**src/rtl/mdio_pkg.sv**
```systemverilog
package mdio_pkg;
  localparam logic [1:0] FR_START = 2'b01;
  localparam logic [1:0] FR_OP_WR = 2'b01;
  localparam logic [1:0] FR_OP_RD = 2'b10;
  localparam logic [1:0] FR_TA_WR = 2'b10;

  typedef enum logic [1:0] {
    SEL_DLO = 2'd0,
    SEL_DHI = 2'd1,
    SEL_CMD = 2'd2,
    SEL_NONE = 2'd3
  } reg_sel_t;
endpackage

```
**src/rtl/mdio_mdc_gen.sv**
```systemverilog
module mdio_mdc_gen #(
  parameter int PER_W = 3
) (
  input  logic             clk,
  input  logic             rst,
  input  logic             run,
  input  logic [PER_W-1:0] per,
  output logic             mdc,
  output logic             rise_evt,
  output logic             fall_evt
);
  logic [PER_W-1:0] cnt;
  logic             tick;

  assign tick     = run && (cnt == per);
  assign rise_evt = tick && !mdc;
  assign fall_evt = tick && mdc;

  always_ff @(posedge clk) begin
    if (rst || !run) begin
      cnt <= '0;
      mdc <= 1'b0;
    end else if (tick) begin
      cnt <= '0;
      mdc <= ~mdc;
    end else begin
      cnt <= cnt + 1'b1;
    end
  end

  // the clock rests low whenever no frame runs
  a_r9_mdc_rests_low: assert property (@(posedge clk) disable iff (rst)
    !run |=> !mdc);
endmodule

```
**src/rtl/mdio_frame_engine.sv**
```systemverilog
module mdio_frame_engine
  import mdio_pkg::*;
#(
  parameter int PRE_LEN = 32,
  parameter int ADDR_W  = 5,
  parameter int DATA_W  = 16
) (
  input  logic              clk,
  input  logic              rst,
  input  logic              go,
  input  logic              is_read,
  input  logic [ADDR_W-1:0] phy,
  input  logic [ADDR_W-1:0] regad,
  input  logic [DATA_W-1:0] wdata,
  input  logic              rise_evt,
  input  logic              fall_evt,
  input  logic              mdio_i,
  output logic              busy,
  output logic              done,
  output logic              cap_en,
  output logic [DATA_W-1:0] cap_data,
  output logic              mdio_o,
  output logic              mdio_oe
);
  localparam int FRAME_W = 2 + 2 + 2 * ADDR_W + 2 + DATA_W;
  localparam int TOTAL   = PRE_LEN + FRAME_W;
  localparam int CNT_W   = $clog2(TOTAL + 1);
  localparam logic [CNT_W-1:0] LAST_C = CNT_W'(TOTAL - 1);
  localparam logic [CNT_W-1:0] PRE_C  = CNT_W'(PRE_LEN);
  localparam logic [CNT_W-1:0] TA_C   = CNT_W'(PRE_LEN + 4 + 2 * ADDR_W);
  localparam logic [CNT_W-1:0] DAT_C  = CNT_W'(PRE_LEN + 6 + 2 * ADDR_W);

  logic [CNT_W-1:0]   bitcnt;
  logic [CNT_W-1:0]   nxt;
  logic [FRAME_W-1:0] word_sh;
  logic [DATA_W-1:0]  rd_sh;
  logic               rd_q;

  assign nxt      = bitcnt + 1'b1;
  assign cap_data = rd_sh;

  always_ff @(posedge clk) begin
    if (rst) begin
      busy    <= 1'b0;
      done    <= 1'b0;
      cap_en  <= 1'b0;
      bitcnt  <= '0;
      word_sh <= '0;
      rd_sh   <= '0;
      rd_q    <= 1'b0;
      mdio_o  <= 1'b0;
      mdio_oe <= 1'b0;
    end else begin
      done   <= 1'b0;
      cap_en <= 1'b0;
      if (!busy) begin
        if (go) begin
          busy    <= 1'b1;
          bitcnt  <= '0;
          word_sh <= {FR_START, (is_read ? FR_OP_RD : FR_OP_WR), phy, regad, FR_TA_WR, wdata};
          rd_q    <= is_read;
          mdio_o  <= 1'b1;
          mdio_oe <= 1'b1;
        end
      end else begin
        if (rise_evt && rd_q && (bitcnt >= DAT_C))
          rd_sh <= {rd_sh[DATA_W-2:0], mdio_i};
        if (fall_evt) begin
          if (bitcnt == LAST_C) begin
            busy    <= 1'b0;
            done    <= 1'b1;
            cap_en  <= rd_q;
            mdio_o  <= 1'b0;
            mdio_oe <= 1'b0;
          end else begin
            bitcnt <= nxt;
            if (nxt < PRE_C) begin
              mdio_o <= 1'b1;
            end else begin
              mdio_o  <= word_sh[FRAME_W-1];
              word_sh <= {word_sh[FRAME_W-2:0], 1'b0};
            end
            mdio_oe <= !(rd_q && (nxt >= TA_C));
          end
        end
      end
    end
  end

  // line stays released once a read has reached turnaround
  a_r5_read_released: assert property (@(posedge clk) disable iff (rst)
    busy && rd_q && (bitcnt >= TA_C) |-> !mdio_oe);
  // a write drives the line for its whole length
  a_r4_write_driven: assert property (@(posedge clk) disable iff (rst)
    busy && !rd_q |-> mdio_oe);
  // done lasts one cycle
  a_r7_done_single: assert property (@(posedge clk) disable iff (rst)
    done |=> !done);
endmodule

```
**src/rtl/mdio_master.sv**
```systemverilog
module mdio_master
  import mdio_pkg::*;
#(
  parameter int PER_W   = 3,
  parameter int ADDR_W  = 5,
  parameter int BYTE_W  = 8,
  parameter int PRE_LEN = 32,
  parameter int PER_RST = 1
) (
  input  logic              clk,
  input  logic              rst,
  input  logic              reg_we,
  input  logic [1:0]        reg_addr,
  input  logic [BYTE_W-1:0] reg_wdata,
  output logic [BYTE_W-1:0] reg_rdata,
  input  logic [ADDR_W-1:0] phy_addr,
  input  logic              op_read,
  input  logic              start,
  output logic              busy,
  output logic              done,
  output logic              mdc,
  input  logic              mdio_i,
  output logic              mdio_o,
  output logic              mdio_oe
);
  localparam int DATA_W = 2 * BYTE_W;

  logic [BYTE_W-1:0] data_lo, data_hi;
  logic [PER_W-1:0]  per_f, per_q;
  logic [ADDR_W-1:0] regad_f;
  logic              go, rise_evt, fall_evt, cap_en;
  logic [DATA_W-1:0] cap_data;
  reg_sel_t          sel;

  assign go  = start && !busy;
  assign sel = reg_sel_t'(reg_addr);

  always_ff @(posedge clk) begin
    if (rst) begin
      data_lo <= '0;
      data_hi <= '0;
      per_f   <= PER_W'(PER_RST);
      regad_f <= '0;
    end else if (cap_en) begin
      data_hi <= cap_data[DATA_W-1:BYTE_W];
      data_lo <= cap_data[BYTE_W-1:0];
    end else if (reg_we) begin
      case (sel)
        SEL_DLO: data_lo <= reg_wdata;
        SEL_DHI: data_hi <= reg_wdata;
        SEL_CMD: begin
          per_f   <= reg_wdata[BYTE_W-1 -: PER_W];
          regad_f <= reg_wdata[ADDR_W-1:0];
        end
        default: ;
      endcase
    end
  end

  always_ff @(posedge clk) begin
    if (rst) per_q <= PER_W'(PER_RST);
    else if (go) per_q <= per_f;
  end

  always_ff @(posedge clk) begin
    if (rst) begin
      reg_rdata <= '0;
    end else begin
      case (sel)
        SEL_DLO: reg_rdata <= data_lo;
        SEL_DHI: reg_rdata <= data_hi;
        SEL_CMD: reg_rdata <= {per_f, regad_f};
        default: reg_rdata <= '0;
      endcase
    end
  end

  mdio_mdc_gen #(.PER_W(PER_W)) u_mdc (
    .clk(clk), .rst(rst), .run(busy), .per(per_q),
    .mdc(mdc), .rise_evt(rise_evt), .fall_evt(fall_evt)
  );

  mdio_frame_engine #(.PRE_LEN(PRE_LEN), .ADDR_W(ADDR_W), .DATA_W(DATA_W)) u_eng (
    .clk(clk), .rst(rst), .go(go), .is_read(op_read), .phy(phy_addr),
    .regad(regad_f), .wdata({data_hi, data_lo}), .rise_evt(rise_evt),
    .fall_evt(fall_evt), .mdio_i(mdio_i), .busy(busy), .done(done),
    .cap_en(cap_en), .cap_data(cap_data), .mdio_o(mdio_o), .mdio_oe(mdio_oe)
  );

  // data only moves while the clock is low
  a_r6_change_on_low: assert property (@(posedge clk) disable iff (rst)
    !$stable(mdio_o) |-> !mdc);
  // idle means released line
  a_r9_idle_released: assert property (@(posedge clk) disable iff (rst)
    !busy |-> !mdio_oe && !mdc);
  // every end of frame is flagged
  a_r7_fall_has_done: assert property (@(posedge clk) disable iff (rst)
    $fell(busy) |-> done);
  // a start during a frame leaves the latched period alone
  a_r8_start_ignored: assert property (@(posedge clk) disable iff (rst)
    busy && start |=> per_q == $past(per_q));
endmodule

```
**config.mk**
```make
export PLATFORM = sky130hd
export DESIGN_NAME = mdio_master
export DESIGN_NICKNAME = d
export VERILOG_FILES = /design/src/rtl/mdio_pkg.sv /design/src/rtl/mdio_mdc_gen.sv /design/src/rtl/mdio_frame_engine.sv /design/src/rtl/mdio_master.sv
export SDC_FILE = /design/constraint.sdc
export NUM_CORES = 1
export LEC_CHECK = 0
export BUFFER_PORTS_ARGS = -buffer_cell sky130_fd_sc_hd__buf_2
export CORE_MARGIN = 8
export CORE_UTILIZATION = 51
export DETAILED_ROUTE_END_ITERATION = 10
export HOLD_SLACK_MARGIN = 0.15
export PLACE_DENSITY = 0.69
export SLEW_MARGIN = 20
export SYNTH_ARGS = -nofsm -noshare
export SYNTH_HDL_FRONTEND = slang
export SYNTH_SLANG_ARGS = --single-unit
```
**constraint.sdc**
```tcl
create_clock -name clk -period 3.1 [get_ports clk]
set_input_delay 0.93 -clock clk [delete_from_list [all_inputs] [get_ports clk]]
set_output_delay 0.93 -clock clk [all_outputs]
set_load 0.01 [all_outputs]
```
==> results of run 1 <==
-- how the worst max path moves through the flow --
stage,to,slack [ns],cells past startpoint
global placement,data_hi[4],0.85,6
global route,u_eng.word_sh[31],0.62,6
detailed placement,regad_f[1],0.73,5
CTS,u_eng.word_sh[16],0.83,6
finish,u_eng.word_sh[31],0.80,6
floorplan,data_lo[3],0.77,7
-- state kept, by name (all words and copies together), names as in the netlist, 5 cells and up --
register / count
u_eng.bitcnt: 7
u_eng.cap_data: 16
regad_f: 5
u_eng.word_sh: 32
reg_rdata: 8
data_lo: 8
data_hi: 8
-- tightest hold or removal path, cell delays in order (launching register included) --
cell,delay [ns]
dfxtp_1,0.31
inv_1,0.06
a311oi_1,0.07
-- placed cells by master, fill, tap and decap left out, types with 8 or more instances in the layout --
cell	synthesis	final
a21oi_1	46	46
mux2i_1	65	65
buf_4	1	10
clkbuf_8	0	9
nand4_1	29	29
buf_2	2	32
o31ai_2	20	20
nand2_1	34	34
nand3_1	9	9
nor2_1	78	78
o21ai_0	8	8
dfxtp_1	100	99
inv_1	8	8
-- power breakdown --
group,total [uW],internal (uW),switching [uW]
clock,808,314,495
combinational,216,77.3,139
sequential,1340,1320,25.4
total,2370,1710,659
-- synthesized netlist by cell type (all sizes together) (3+ instances only) --
cell type  instances
ha                 4
nand2             35
nand3              9
nor2              78
and3               3
inv                8
buf               13
nor2b              4
o31ai             27
nand3b             3
clkbuf            28
nor3               6
a21oi             46
xnor2              6
nand4             29
mux2i             65
o21ai              8
or3                4
dfxtp            100
-- cells by family after synthesis --
group | after synthesis | share of synthesized area
AO/OA/AOI/OAI | 93 | 0.149
XOR/XNOR | 7 | 0.0136
adder cells (fa/ha/maj) | 4 | 0.0111
buffers and inverters | 49 | 0.0489
flip-flops | 100 | 0.444
multiplexers | 65 | 0.144
AND/OR/NAND/NOR | 180 | 0.188
-- routing by layer --
| layer | vias to the layer above | routed length, um | global-route usage |
|---|---|---|---|
| li1 | 1787 | - | - |
| met1 | 1693 | 4550 | 0.224 |
| met2 | 71 | 4970 | 0.291 |
| met3 | 15 | 398 | 0.0331 |
| met4 | 0 | 245 | 0.0762 |
| met5 | - | 0 | 0 |
-- layout make-up --
type	instances	area, um2	share of cell area
Multi-Input combinational cell	349	2280	0.468
Sequential cell	100	2000	0.411
Timing Repair Buffer	42	235	0.0482
Tap cell	108	135	0.0277
Clock buffer	9	124	0.0254
Clock inverter	7	66.3	0.0136
Inverter	8	30.0	0.00616
-- metrics by stage --
step                      hold WS [ns]  instance area (um2)
final                            0.473                 4880
after global routing             0.487                 4880
after CTS                        0.473                 4880
after detailed placement         0.459                 4690
after global placement           0.448                 4690
after floorplan                  0.430                 4510
==> metrics.csv, run 1 <==
metric,value,unit
CTS max path bufs,2,
Initial Util,0.522,
Critical Path AT,2.59,ns
routability cong.,0.877,
CTS clock-pin slew for the worst setup and hold paths,0.11,ns
Worst VDD drop,0.000271,V
largest net degree at the start of global routing,50,
area grow syn2layout,8.25,%
GR Overflow Total,0,
Die H,110,um
Die Width,110,um
Main synth FF type,dfxtp_1,
"Buf+Inv Stages, Crit Path",1,
total negative slack,0,ns
initial antenna violation count,0,
CP startpoint,u_mdc.cnt[0],
period utilisation layout,0.741,
clock buffer count from CTS,9,
Fin Clk Skew,0.0127,ns
nets,535,
DP Wirelength,7050,um
CP required,3.39,ns
mapped cell area,0.00451,mm2
max-cap violation count,0,
register area share after synthesis,0.444,
Hold Crit Class,reg2reg,
Leak,0.00199,uW
crit path launch type,register,
pins over their slew limit,0,
Period minus WS final,2.30,ns
WS Path Type,reg2reg,
status,finished clean,
synth top area cells,"dfxtp_1, mux2i_1, nor2_1, o31ai_2, a21oi_1",
Reg-to-Reg Start,u_mdc.cnt[0],
Iteration-0 DRC Markers,194,
die area,0.0121,mm2
hold endpoint,u_eng.word_sh[30],
dpl cells,607,
CP Capture Type,register,
Synth Instances,498,
Setup WS post-layout,0.802,ns
fin util,0.565,
vias in the first global route,3372,
syn nets,523,
postcts setup bufs,0,
worst reg-to-reg path cell count,6,
YS warnings,0,
Top delay family on crit path,compound AO/OA/AOI/OAI gates,
Routed WL per cell,16.3,um
H-tree levels,3,
ANT nets after route,0,
CP Max Fanout,30,
total vias in the final route,3566,
post-CTS resize count,0,
mean post-synth cell area,9.05,um2
worst-margin pin slew,0.876,ns
CTS Root Cell,clkbuf_8,
hold_sp,u_eng.word_sh[30],
number of remaining DRC errors,0,
# diodes,0,
Hold Path Cell Cnt,2,
IO Pins,34,
clk sink count,100,
top cell type's share of synthesized area,0.444,
RSZ-0062 raised after global routing,no,
biggest cell delay along the critical path,0.56,ns
all-layer global routing usage,0.178,
Unique masters post-synth,45,
number of buffers added on ports,33,
Post-synth EDFFs,0,
reg2reg end,u_eng.word_sh[31],
later-pin clock latency in the skew report,0.37,ns
number of setup violations in the final report,0,
Placeable Area,0.00864,mm2
layout cells sized above 1,0.163,
global-route wire length before repair,17000,um
flop-to-flop setup slack,0.80,ns
Post-Place Setup Slack,0.728,ns
flop and latch count out of synthesis,100,
CTS tree,yes,
CP cell instances,xnor2_1 -> nand4b_1 -> a311o_1 -> buf_4 -> or2_2 -> a21oi_1,
Final Non-Filler Cells,623,
overall routed net length,10200,um
final hold violation count,0,
"area leader, netlist",dfxtp_1,
first-pass iteration count of the detailed router,4,
Power Density,485,mW/mm2
Slew HR,0.416,
asr flop ratio synth,0,
cts hold-fix bufs,0,
Critical-path top delay cell,a311o_1,
fillcell total,771,
Via-to-Cell Ratio,5.72,
Peak Freq,435,MHz
site row count,34,
Design Power,2370,uW
Note: power is estimated with default switching activity, not from simulation.
==> run 2: changes to the inputs <==
--- a/config.mk
+++ b/config.mk
@@ -10,7 +10,7 @@
 export CORE_UTILIZATION = 51
 export DETAILED_ROUTE_END_ITERATION = 10
 export HOLD_SLACK_MARGIN = 0.15
-export PLACE_DENSITY = 0.69
+export PLACE_DENSITY = 0.72
 export SLEW_MARGIN = 20
 export SYNTH_ARGS = -nofsm -noshare
 export SYNTH_HDL_FRONTEND = slang
==> constraint.sdc (replaced) <==
create_clock -name clk -period 1.95 [get_ports clk]
set_input_delay 0.585 -clock clk [delete_from_list [all_inputs] [get_ports clk]]
set_output_delay 0.585 -clock clk [all_outputs]
set_load 0.01 [all_outputs]
==> run 2 against run 1 <==
  * Flip-flop and latch count unchanged
  * Setup slack got worse by 0.76 ns
  * Combinational power increased by 73%
  * Global-route usage rose by 0.41 points
  * Hold slack got worse by 0.024 ns
  * Critical path depth unchanged
  * Clock skew fell by 0.00067 ns
  * Via count is 2.8% higher
  * Sequential power up 59%
  * Register-to-register slack got worse by 0.76 ns
  * Fmax is 20% higher
  * Die area unchanged
  * Critical path type unchanged
  * Critical endpoint is now u_eng.word_sh[16]
  * Largest cell class unchanged
  * Largest power group unchanged
==> metrics.csv, run 2 (synthesized netlist as in run 1, its figures left out) <==
metric,value,unit,change
vias in the first global route,3538,,+4.9%
CP Max Fanout,16,,-47%
final hold violation count,0,,unchanged
Worst VDD drop,0.000535,V,+97%
period utilisation layout,0.978,,+0.237
ANT nets after route,0,,unchanged
number of setup violations in the final report,0,,unchanged
Fin Clk Skew,0.0120,ns,-0.000675 ns
Period minus WS final,1.91,ns,-0.390 ns
cell area after layout,0.00511,mm2,+4.8%
# diodes,0,,unchanged
Setup WS post-layout,0.0420,ns,-0.760 ns
Reg-to-Reg Start,u_eng.bitcnt[1],,
largest net degree at the start of global routing,92,,+84%
Hold Crit Class,in2reg,,
nets,555,,+3.7%
most frequent cells in the layout,"dfxtp_1, nor2_1, mux2i_1, a21oi_1, nand2_1",,
number of remaining DRC errors,0,,unchanged
number of buffers added on ports,33,,unchanged
Routed WL per cell,16.2,um,-0.79%
Power Density,751,mW/mm2,+55%
CTS tree,yes,,
Slew HR,0.704,,+0.288
RSZ-0062 raised after global routing,yes,,
Worst Setup EP,u_eng.word_sh[16],,
worst reg-to-reg path cell count,6,,unchanged
GR Overflow Total,0,,unchanged
clk sink count,100,,unchanged
max-cap violation count,0,,unchanged
Via-to-Cell Ratio,5.70,,-0.37%
Peak Freq,524,MHz,+20%
CP required,2.25,ns,-1.14 ns
flop-to-flop setup slack,0.04,ns,-0.76 ns
crit path launch type,register,,
Post-Place Setup Slack,0.0442,ns,-0.684 ns
CTS Root Cell,clkbuf_8,,
later-pin clock latency in the skew report,0.37,ns,about the same
Reg area,0.00201,mm2,+0.56%
area grow syn2layout,13.4,%,
Design Power,3840,uW,+62%
max reg flops,32,,unchanged
Iteration-0 DRC Markers,216,,+11%
Reg with most FFs,u_eng.word_sh,,
overall routed net length,10400,um,+2.4%
all-layer global routing usage,0.182,,+0.00408
Die Width,110,um,unchanged
die area,0.0121,mm2,unchanged
CTS clock-pin slew for the worst setup and hold paths,0.11,ns,about the same
status,finished clean,,
DP Wirelength,7250,um,+2.8%
Placed Area,0.00487,mm2,+3.9%
hold slack,0.449,ns,-0.0243 ns
Critical Path AT,2.20,ns,-0.39 ns
Die H,110,um,unchanged
first-pass iteration count of the detailed router,6,,+2
CP startpoint,u_eng.bitcnt[1],,
worst-margin pin slew,0.444,ns,-0.432 ns
hold_sp,mdio_i,,
routability cong.,0.844,,-3.8%
fillcell total,795,,+3.1%
CP Capture Type,register,,
Leak,0.00212,uW,+6.1%
IO Pins,34,,unchanged
"commonest non-fill, non-tap cell in the layout",dfxtp_1,,
pins over their slew limit,0,,unchanged
global-route wire length before repair,17500,um,+3.1%
layout cells sized above 1,0.217,,+0.0537
CTS max path bufs,2,,unchanged
total vias in the final route,3667,,+2.8%
Initial Util,0.522,,unchanged
area of the multi-input gates,0.00232,mm2,+1.4%
H-tree levels,3,,unchanged
reg2reg end,u_eng.word_sh[16],,
clock buffer count from CTS,9,,unchanged
Placeable Area,0.00864,mm2,unchanged
site row count,34,,unchanged
postcts setup bufs,0,,unchanged
initial antenna violation count,0,,unchanged
WS Path Type,reg2reg,,
run 2: cell types whose count changed in the layout (fill, tap and decap cells not counted), sizes merged:
cell    previous run  this run
inv               12        13
clkinv             3         1
clkbuf             9        10
buf               42        62
run 2: timing repair:
action / 4_1_cts / 5_1_grt
gates resized for setup: 0 / 12
hold buffers: 0 / 0
endpoints found under the setup margin: 0 / 40
run 2: worst min-delay path by stage:
stage / to / slack (ns) / cells past startpoint
2_1_floorplan: u_mdc.cnt[0] / 0.43 / 1
4_1_cts: u_eng.cap_data[0] / 0.44 / 3
3_5_place_dp: u_mdc.cnt[0] / 0.45 / 1
6_report: u_eng.cap_data[0] / 0.45 / 3
3_3_place_gp: u_mdc.cnt[0] / 0.44 / 1
5_1_grt: u_eng.rd_q / 0.45 / 3
run 2: per-layer routing:
| layer | GRT usage | share of wire | up-vias |
|---|---|---|---|
| li1 | - | - | 1828 |
| met1 | 0.228 | 0.45 | 1748 |
| met2 | 0.308 | 0.49 | 76 |
| met3 | 0.0360 | 0.044 | 15 |
| met4 | 0.0540 | 0.014 | 0 |
| met5 | 0 | 0 | - |
run 2: per-stage QoR:
step	utilization	instances	TNS, ns
after floorplan	-	498	-0.671
after global placement	0.564	627	0
after detailed placement	0.564	627	0
after CTS	0.587	643	0
after global routing	0.592	643	-0.0383
final	0.592	643	0
run 2: cell type report:
cell class                      instances  area share
Sequential cell                       100       0.394
Tap cell                              108      0.0264
Timing Repair Buffer                   62      0.0810
Multi-Input combinational cell        349       0.453
Clock inverter                          6      0.0122
Clock buffer                           10      0.0269
Inverter                                8     0.00588
run 2: worst max-delay path, cell delays in order (launching register included):
cell,delay [ns]
dfxtp_4,0.38
nand2_2,0.06
or3_4,0.38
a311o_1,0.43
buf_4,0.21
or2_2,0.28
a21oi_1,0.11
run 2: power breakdown:
| group | switching, uW | internal [uW] |
|---|---|---|
| sequential | 38.9 | 2090 |
| clock | 794 | 543 |
| combinational | 228 | 145 |
